[src/rtl/sram_ctrl_pkg.sv]
package sram_ctrl_pkg;

    typedef enum logic [2:0] {
        ST_IDLE    = 3'd0,
        ST_SETUP   = 3'd1,
        ST_STROBE  = 3'd2,
        ST_RECOVER = 3'd3,
        ST_SKIP    = 3'd4
    } seq_state_t;

    localparam int unsigned LANE_W = 8;

endpackage

[src/rtl/sram_req_capture.sv]
module sram_req_capture #(
    parameter int unsigned ADDR_W = 17,
    parameter int unsigned DATA_W = 16,
    parameter int unsigned LANES  = 2
) (
    input  logic              clk,
    input  logic              rst_n,
    input  logic              accept,
    input  logic              in_write,
    input  logic [ADDR_W-1:0] in_addr,
    input  logic [DATA_W-1:0] in_wdata,
    input  logic [LANES-1:0]  in_mask,
    output logic              q_write,
    output logic [ADDR_W-1:0] q_addr,
    output logic [DATA_W-1:0] q_wdata,
    output logic [LANES-1:0]  q_mask
);

    always_ff @(posedge clk or negedge rst_n) begin
        if (!rst_n) begin
            q_write <= 1'b0;
            q_addr  <= '0;
            q_wdata <= '0;
            q_mask  <= '0;
        end else if (accept) begin
            q_write <= in_write;
            q_addr  <= in_addr;
            q_wdata <= in_wdata;
            q_mask  <= in_mask;
        end
    end

    // Captured fields never move while the sequencer is busy
    p_hold_fields_r10: assert property (@(posedge clk) disable iff (!rst_n)
        !accept |=> $stable(q_addr) && $stable(q_wdata) && $stable(q_mask));

endmodule

[src/rtl/sram_seq_fsm.sv]
module sram_seq_fsm
    import sram_ctrl_pkg::*;
#(
    parameter int unsigned ACCESS_CYCLES = 3
) (
    input  logic clk,
    input  logic rst_n,
    input  logic req_valid,
    input  logic mask_zero,
    input  logic op_write,
    output logic accept,
    output logic chip_active,
    output logic we_act,
    output logic oe_act,
    output logic drive_en,
    output logic capture,
    output logic done
);

    localparam int unsigned CNT_W = $clog2(ACCESS_CYCLES + 1);
    localparam logic [CNT_W-1:0] CNT_LAST = CNT_W'(ACCESS_CYCLES - 1);

    seq_state_t state, state_nx;
    logic [CNT_W-1:0] cnt, cnt_nx;
    logic last_beat;

    assign last_beat = (cnt == CNT_LAST);

    // State register
    always_ff @(posedge clk or negedge rst_n) begin
        if (!rst_n) begin
            state <= ST_IDLE;
            cnt   <= '0;
        end else begin
            state <= state_nx;
            cnt   <= cnt_nx;
        end
    end

    // Next state
    always_comb begin
        state_nx = state;
        cnt_nx   = cnt;
        unique case (state)
            ST_IDLE: begin
                if (req_valid) begin
                    state_nx = mask_zero ? ST_SKIP : ST_SETUP;
                end
            end
            ST_SETUP: begin
                state_nx = ST_STROBE;
                cnt_nx   = '0;
            end
            ST_STROBE: begin
                if (last_beat) begin
                    state_nx = ST_RECOVER;
                end else begin
                    cnt_nx = cnt + 1'b1;
                end
            end
            ST_RECOVER: state_nx = ST_IDLE;
            ST_SKIP:    state_nx = ST_IDLE;
            default:    state_nx = ST_IDLE;
        endcase
    end

    // Outputs decoded from the registered state
    always_comb begin
        accept      = 1'b0;
        chip_active = 1'b0;
        we_act      = 1'b0;
        oe_act      = 1'b0;
        drive_en    = 1'b0;
        capture     = 1'b0;
        done        = 1'b0;
        unique case (state)
            ST_IDLE:    accept = req_valid;
            ST_SETUP:   chip_active = 1'b1;
            ST_STROBE: begin
                chip_active = 1'b1;
                we_act      = op_write;
                oe_act      = !op_write;
                drive_en    = op_write;
                capture     = !op_write && last_beat;
            end
            ST_RECOVER: begin
                chip_active = 1'b1;
                done        = 1'b1;
            end
            ST_SKIP:    done = 1'b1;
            default:    ;
        endcase
    end

    // Counter never exceeds the programmed strobe length
    p_cnt_range_r8: assert property (@(posedge clk) disable iff (!rst_n)
        cnt <= CNT_LAST);

    // A zero-mask request leaves chip enable off and completes next cycle
    p_zero_mask_r9: assert property (@(posedge clk) disable iff (!rst_n)
        accept && mask_zero |=> done && !chip_active);

    // Strobe only ever follows a setup cycle with chip enable
    p_setup_first_r7: assert property (@(posedge clk) disable iff (!rst_n)
        $rose(we_act) |-> $past(chip_active) && !$past(we_act));

endmodule

[src/rtl/sram_lane_unit.sv]
module sram_lane_unit
    import sram_ctrl_pkg::*;
#(
    parameter int unsigned LANES = 2
) (
    input  logic                    clk,
    input  logic                    rst_n,
    input  logic                    chip_active,
    input  logic                    capture,
    input  logic [LANES-1:0]        mask,
    input  logic [LANES*LANE_W-1:0] dq_in,
    output logic [LANES-1:0]        be_n,
    output logic [LANES*LANE_W-1:0] rdata
);

    for (genvar g = 0; g < LANES; g++) begin : g_lane
        assign be_n[g] = !(chip_active && mask[g]);

        always_ff @(posedge clk or negedge rst_n) begin
            if (!rst_n) begin
                rdata[g*LANE_W +: LANE_W] <= '0;
            end else if (capture) begin
                rdata[g*LANE_W +: LANE_W] <= mask[g] ? dq_in[g*LANE_W +: LANE_W]
                                                     : '0;
            end
        end

        // A lane left out of a read returns zero
        p_zero_lane_r5: assert property (@(posedge clk) disable iff (!rst_n)
            capture && !mask[g] |=> rdata[g*LANE_W +: LANE_W] == '0);
    end

endmodule

[src/rtl/sram_async_ctrl.sv]
module sram_async_ctrl
    import sram_ctrl_pkg::*;
#(
    parameter int unsigned ADDR_W        = 17,
    parameter int unsigned DATA_W        = 16,
    parameter int unsigned ACCESS_CYCLES = 3
) (
    input  logic                     clk,
    input  logic                     rst_n,
    input  logic                     req_valid,
    input  logic                     req_write,
    input  logic [ADDR_W-1:0]        req_addr,
    input  logic [DATA_W-1:0]        req_wdata,
    input  logic [DATA_W/LANE_W-1:0] req_mask,
    output logic [DATA_W-1:0]        rsp_rdata,
    output logic                     rsp_done,
    output logic [ADDR_W-1:0]        mem_addr,
    output logic                     mem_ce_n,
    output logic                     mem_we_n,
    output logic                     mem_oe_n,
    output logic [DATA_W/LANE_W-1:0] mem_be_n,
    output logic [DATA_W-1:0]        mem_dq_o,
    output logic                     mem_dq_oe,
    input  logic [DATA_W-1:0]        mem_dq_i
);

    localparam int unsigned LANES = DATA_W / LANE_W;

    logic             accept, chip_active, we_act, oe_act, drive_en, capture;
    logic             op_write;
    logic [LANES-1:0] op_mask;

    sram_req_capture #(
        .ADDR_W (ADDR_W),
        .DATA_W (DATA_W),
        .LANES  (LANES)
    ) u_req (
        .clk      (clk),
        .rst_n    (rst_n),
        .accept   (accept),
        .in_write (req_write),
        .in_addr  (req_addr),
        .in_wdata (req_wdata),
        .in_mask  (req_mask),
        .q_write  (op_write),
        .q_addr   (mem_addr),
        .q_wdata  (mem_dq_o),
        .q_mask   (op_mask)
    );

    sram_seq_fsm #(
        .ACCESS_CYCLES (ACCESS_CYCLES)
    ) u_fsm (
        .clk         (clk),
        .rst_n       (rst_n),
        .req_valid   (req_valid),
        .mask_zero   (req_mask == '0),
        .op_write    (op_write),
        .accept      (accept),
        .chip_active (chip_active),
        .we_act      (we_act),
        .oe_act      (oe_act),
        .drive_en    (drive_en),
        .capture     (capture),
        .done        (rsp_done)
    );

    sram_lane_unit #(
        .LANES (LANES)
    ) u_lane (
        .clk         (clk),
        .rst_n       (rst_n),
        .chip_active (chip_active),
        .capture     (capture),
        .mask        (op_mask),
        .dq_in       (mem_dq_i),
        .be_n        (mem_be_n),
        .rdata       (rsp_rdata)
    );

    assign mem_ce_n  = !chip_active;
    assign mem_we_n  = !we_act;
    assign mem_oe_n  = !oe_act;
    assign mem_dq_oe = drive_en;

    // Pad driver only while write enable is low
    p_drive_in_pulse_r6: assert property (@(posedge clk) disable iff (!rst_n)
        mem_dq_oe |-> !mem_we_n && !mem_ce_n);

    // Driver off in the cycle before write enable falls
    p_release_before_r6: assert property (@(posedge clk) disable iff (!rst_n)
        $fell(mem_we_n) |-> !$past(mem_dq_oe));

    // Driver off once write enable has risen
    p_release_after_r6: assert property (@(posedge clk) disable iff (!rst_n)
        $rose(mem_we_n) |-> !mem_dq_oe);

    // Address, lanes and data frozen across the write pulse
    p_pulse_stable_r7: assert property (@(posedge clk) disable iff (!rst_n)
        !mem_we_n && $past(!mem_we_n) |->
            $stable(mem_addr) && $stable(mem_be_n) && $stable(mem_dq_o));

    // Write enable rises while chip enable is still held
    p_we_rise_ce_r7: assert property (@(posedge clk) disable iff (!rst_n)
        $rose(mem_we_n) |-> !mem_ce_n);

    // Done lasts a single cycle
    p_done_pulse_r8: assert property (@(posedge clk) disable iff (!rst_n)
        rsp_done |=> !rsp_done);

    // Read and write strobes exclusive
    p_strobe_excl_r12: assert property (@(posedge clk) disable iff (!rst_n)
        !(!mem_we_n && !mem_oe_n));

    // Deselected means no strobe and no lane enable
    p_deselect_quiet_r1: assert property (@(posedge clk) disable iff (!rst_n)
        mem_ce_n |-> mem_we_n && mem_oe_n && (&mem_be_n));

endmodule

[config.mk]
export PLATFORM = sky130hd
export DESIGN_NAME = sram_async_ctrl
export DESIGN_NICKNAME = d
export VERILOG_FILES = /design/src/rtl/sram_ctrl_pkg.sv /design/src/rtl/sram_req_capture.sv /design/src/rtl/sram_seq_fsm.sv /design/src/rtl/sram_lane_unit.sv /design/src/rtl/sram_async_ctrl.sv
export SDC_FILE = /design/constraint.sdc
export NUM_CORES = 1
export LEC_CHECK = 0
export BUFFER_PORTS_ARGS = -buffer_cell sky130_fd_sc_hd__buf_2
export CAP_MARGIN = 20
export CORE_MARGIN = 2
export CORE_UTILIZATION = 43
export DETAILED_ROUTE_END_ITERATION = 12
export PLACE_DENSITY = 0.85
export SYNTH_ARGS = -nofsm -noshare
export SYNTH_HDL_FRONTEND = slang
export SYNTH_SLANG_ARGS = --single-unit
[constraint.sdc]
create_clock -name clk -period 5.18 [get_ports clk]
set_input_delay 1.036 -clock clk [delete_from_list [all_inputs] [get_ports clk]]
set_output_delay 1.036 -clock clk [all_outputs]
set_load 0.1 [all_outputs]
==> flow_summary.yaml, run 1 <==
timing:
  period_minus_slack_ps: 2660
  postLayoutSetupSlackWorst_ps: 2520
  drv_slew: 0
  skew_ps: 7.18
  rsz0062_at_grt: "no"
  fmax_mhz: 376
  relSlewSlack_pct: 30.6
  hold_viol_final: 0
  worst_pin_slew_ps: 1040
  fin_crit_sh_pct: 51.3
  setup_tns_ps: 0
  setup_viol: 0
cts:
  cts_resized: 0
  clk_latency_ps: 320
  cts-root-buf: "clkbuf_8"
  clockBufferDepth: 2
  cts_tree: "done"
  cts.sinks: 57
  cts_buffers: 9
  clkTransAtPathRegs_ps: 60
  htreeDepth: 3
  post_cts_buffers: 0
  cts_hold_buf: 0
routing:
  wl_per_cell_um: 13.5
  drcViolationCount: 0
  route.vias.total: 1693
  final_antenna_net_count: 0
  routed_wl_um: 5020
  dr.first_iter.drc_count: 53
  avgViaCountPerCell: 4.55
  first_pass_iters: 4
synth:
  ys_warn_count: 0
  yosysTopAreaCellShare_pct: 56.3
  synthTopCellsByArea: "dfrtp_1, mux2_4, mux2i_1, nand2_1, mux2_2"
  syn-cell-area_um2: 2530
  yosysUniqueCellTypes: 25
  avgSynthCellArea_um2: 13.9
  synthesis.nets: 238
  syn_inst: 182
  ys_ff_latch: 57
  ys_seq_area_share_pct: 56.3
  yosysTopAreaCell: "dfrtp_1"
final_layout:
  diodes: 0
  drive_gt1_share_pct: 54.7
  area_delta_synth_final_pct: 29.3
  layout.nets: 353
  final_util_pct: 58.4
  instances_no_fill: 372
hold_path:
  hold_path_class: "register to register"
run:
  max-cap-violations: 0
die:
  dieWidth_um: 80.8
  die_y_um: 80.8
  fp-row-count: 27
  io_pins: 111
  die_area_um2: 6530
  start_util_pct: 45.2
  core_um2: 5610
setup_path:
  crit_arrival_ps: 1620
  cp_top_family: "flip-flops"
  path_cells: "nor2_1 > nor2_1 > nand2_1 > buf_2"
  crit_type: "register to output pin"
  path_buf_inv: 1
  cp.required_ps: 4140
  critPathMostFrequentCell: "nor2_1"
  endpoint_kind: "output pin"
  cp_max_fo: 11
  cpPeakStageDelay_ps: 520
  cp-start-kind: "register"
  slowest_stage: "dfrtp_1"
place:
  dp_slack_ps: 2180
  dp_hpwl_um: 3580
  place_inst: 357
  portBuffers: 110
  gp_congestion: 0.689
global_route:
  grt_pass1_wl_um: 7820
  grt_pass1_vias: 1671
  globalRouteTotalUtil_pct: 16.1
  antenna_found_initial: 0
  grt_overflow: 0
  grt_max_degree: 58
run_status:
  status: "completed"
placed cells by master, fill, tap and decap left out:
master and n:
a22o_1 2, nand2_1 23, inv_1 19, clkbuf_8 11, nand3_1 1, mux2_4 29
clkbuf_1 3, and2_1 1, nor2b_1 1, buf_16 1, xnor2_1 1, o21ai_0 3
buf_2 110, mux2_2 7, ha_1 1, nand3b_1 1, mux2i_1 16, dfrtp_1 57
o21bai_1 1, buf_4 2, o31ai_1 2, nor3b_4 1, or2_4 1, nor2_1 4
nor3_4 1, nor3b_2 1
stage by stage:
step	hold slack (ps)	area [um2]
2_1_floorplan	490	2530
3_3_place_gp	488	3090
3_5_place_dp	486	3090
4_1_cts	505	3250
5_1_grt	522	3280
6_report	506	3280
worst paths after layout:
check,from,to,slack [ps],depth (start not counted)
max,u_fsm.state[1],mem_be_n[1],2520,4
min,u_req.q_addr[13],u_req.q_addr[13],510,1
max reg2reg,u_fsm.cnt[0],u_lane.rdata[10],3140,5
min reg2reg,u_req.q_addr[13],u_req.q_addr[13],510,1
max in group asynchronous,rst_n,u_lane.rdata[1],3860,2
min in group asynchronous,rst_n,u_req.q_addr[6],860,2
area by class of cell:
type / count / area (um2)
fill: 477 / 2330
sequential: 57 / 1430
multi-input combinational: 97 / 933
timing repair buffer: 113 / 593
clock buffer: 14 / 163
tap: 72 / 90.1
inverter: 19 / 71.3
metal layers:
layer / GRT usage, % / wire length, um
met4: 5.59 / 48
met2: 25.6 / 2460
met5: 0 / 0
met3: 6.11 / 339
met1: 20.2 / 2170
flip-flops by register name (all words and copies together), names as in the netlist:
register	cells
u_fsm.cnt	2
u_fsm.state	3
u_lane.rdata	16
u_req.q_addr	17
u_req.q_mask	2
u_req.q_wdata	16
u_req.q_write	1
cell usage after synthesis, drive strengths merged:
cell	instances
dfrtp	57
mux2i	16
ha	1
and2	1
o21ai	3
o31ai	2
nor3b	2
nand3b	1
o21bai	1
nor2b	1
or2	1
buf	9
a22o	2
mux2	36
nor2	4
xnor2	1
inv	19
nand3	1
nand2	23
nor3	1
cell families after synthesis:
family,count (synthesis),synth area share [%]
buf+inv,28,7.16
simple gates,35,6.96
mux,52,26.6
xor+xnor,1,0.346
fa+ha+maj,1,0.494
compound gates,8,2.17
flops,57,56.3
Power of run 1 is not shown: default switching activity piles up to over one toggle a cycle in this logic, so the estimate is an artifact.
==> run 2, diff against run 1 <==
- clock period: 5.18 -> 2.8 ns (I/O delays scaled with it)
==> run 2 against run 1 <==
Wire length about the same. Final area down 0.15%. Sequential cell count unchanged. Via count up 1.8%. Global-route usage up 0.86 points. Setup slack worse by 1900 ps. Clock-buffer cell count down 3. Worst hold slack worse by 260 ps. Non-clock buffer count up 1. Highest routed layer unchanged.
==> flow_summary.yaml, run 2 (synthesis gave the netlist of run 1 again) <==
run_status:
  status: "completed"
timing:
  setup_tns_ps: 0
  worst_pin_slew_ps: 621
  fin_crit_sh_pct: 79.1
  setup_viol: 0
  hold_viol_final: 0
  skew_ps: 7.53
  drv_slew: 0
  fmax_mhz: 451
  relSlewSlack_pct: 58.6
  period_minus_slack_ps: 2220
  fin_hold_ws_ps: 251
  rsz0062_at_grt: "no"
final_layout:
  area_delta_synth_final_pct: 29.1
  mostFrequentLayoutCells: "buf_2, dfrtp_1, mux2_4"
  top_regs: "u_req.q_addr (17), u_lane.rdata (16), u_req.q_wdata (16)"
  final_common_cell: "buf_2"
  top_register: "u_req.q_addr"
  drive_gt1_share_pct: 56.3
  diodes: 0
  largest_reg_flops: 17
  layout.nets: 354
place:
  portBuffers: 110
  dp_hpwl_um: 3780
  gp_congestion: 0.691
global_route:
  grt_max_degree: 31
  grt_overflow: 0
  grt_pass1_vias: 1799
  grt.met2_usage_pct: 27.8
  grt_busiest_layer: "met2"
  use_met3_pct: 4.56
  grt_pass1_wl_um: 8270
  globalRouteTotalUtil_pct: 16.9
  use_met1_pct: 20.8
  antenna_found_initial: 0
cts:
  cts_hold_buf: 0
  cts-root-buf: "clkbuf_8"
  cts_resized: 0
  post_cts_buffers: 0
  cts_tree: "done"
  htreeDepth: 3
  cts.sinks: 57
  clkTransAtPathRegs_ps: 70
  clockBufferDepth: 2
  cts_buffers: 9
  clk_latency_ps: 320
setup_path:
  crit_type: "register to output pin"
  setup.worst_path.start: "u_fsm.state[1]"
  endpoint_kind: "output pin"
  path_cells: "nor2_1 > nor2_1 > nand2_1 > buf_2"
  cp_max_fo: 11
  r2r_start: "u_fsm.state[0]"
  critPathMostFrequentCell: "nor2_1"
  cp_top_family: "flip-flops"
  path_buf_inv: 1
  cpPeakStageDelay_ps: 520
  slowest_stage: "dfrtp_1"
  cp.required_ps: 2240
  cp-start-kind: "register"
  crit_arrival_ps: 1660
die:
  io_pins: 111
  die_area_um2: 6530
  core_um2: 5610
  dieWidth_um: 80.8
  die_y_um: 80.8
  fp-row-count: 27
  start_util_pct: 45.2
routing:
  wl_per_cell_um: 13.4
  dr.first_iter.drc_count: 100
  drcViolationCount: 0
  final_antenna_net_count: 0
  first_pass_iters: 4
  routed_wl_um: 5020
  route.vias.total: 1724
  avgViaCountPerCell: 4.61
run:
  max-cap-violations: 0
hold_path:
  hold_path_class: "primary input to async pin"
run 2: cell types whose count changed in the layout (fill, tap and decap cells not counted):
| cell | previous run | this run |
|---|---|---|
| o21ai_0 | 3 | 2 |
| buf_4 | 2 | 4 |
| buf_16 | 1 | 0 |
| nand3_1 | 1 | 0 |
| nand3_2 | 0 | 1 |
| clkinv_2 | 0 | 4 |
| inv_1 | 19 | 18 |
| clkbuf_8 | 11 | 10 |
| o21ai_1 | 0 | 1 |
| clkbuf_1 | 3 | 1 |
| clkinvlp_4 | 0 | 1 |
run 2: layer usage:
layer | wire, um | share of wire (%)
met5 | 0 | 0
met4 | 90 | 1.8
met3 | 350 | 7.0
met2 | 2480 | 49
met1 | 2100 | 42
run 2: cell type report:
type / instances / area [um2]
Fill cell: 485 / 2340
Clock inverter: 4 / 20.0
Multi-Input combinational cell: 97 / 938
Inverter: 19 / 75.1
Tap cell: 72 / 90.1
Sequential cell: 57 / 1430
Clock buffer: 11 / 141
Timing Repair Buffer: 114 / 581
run 2: through the flow:
stage	cell area (um2)	std cells	utilization (%)	setup WS, ps
5_1_grt	3270	374	58.3	457
4_1_cts	3270	374	58.3	568
3_3_place_gp	3110	359	55.5	949
6_report	3270	374	58.3	584
2_1_floorplan	2540	182	-	306
3_5_place_dp	3110	359	55.5	933
run 2: path summary, 6_finish.rpt:
path | end | slack, ps | cells past startpoint
worst max-delay path | mem_be_n[1] | 580 | 4
worst min-delay path | u_lane.rdata[2] | 250 | 1
worst max register to register | u_req.q_addr[0] | 990 | 4
worst min register to register | u_req.q_addr[8] | 500 | 1
max in group asynchronous | u_req.q_addr[6] | 1740 | 2
min in group clk | u_fsm.state[2] | 420 | 2
Power of run 2 is left out for the same reason.
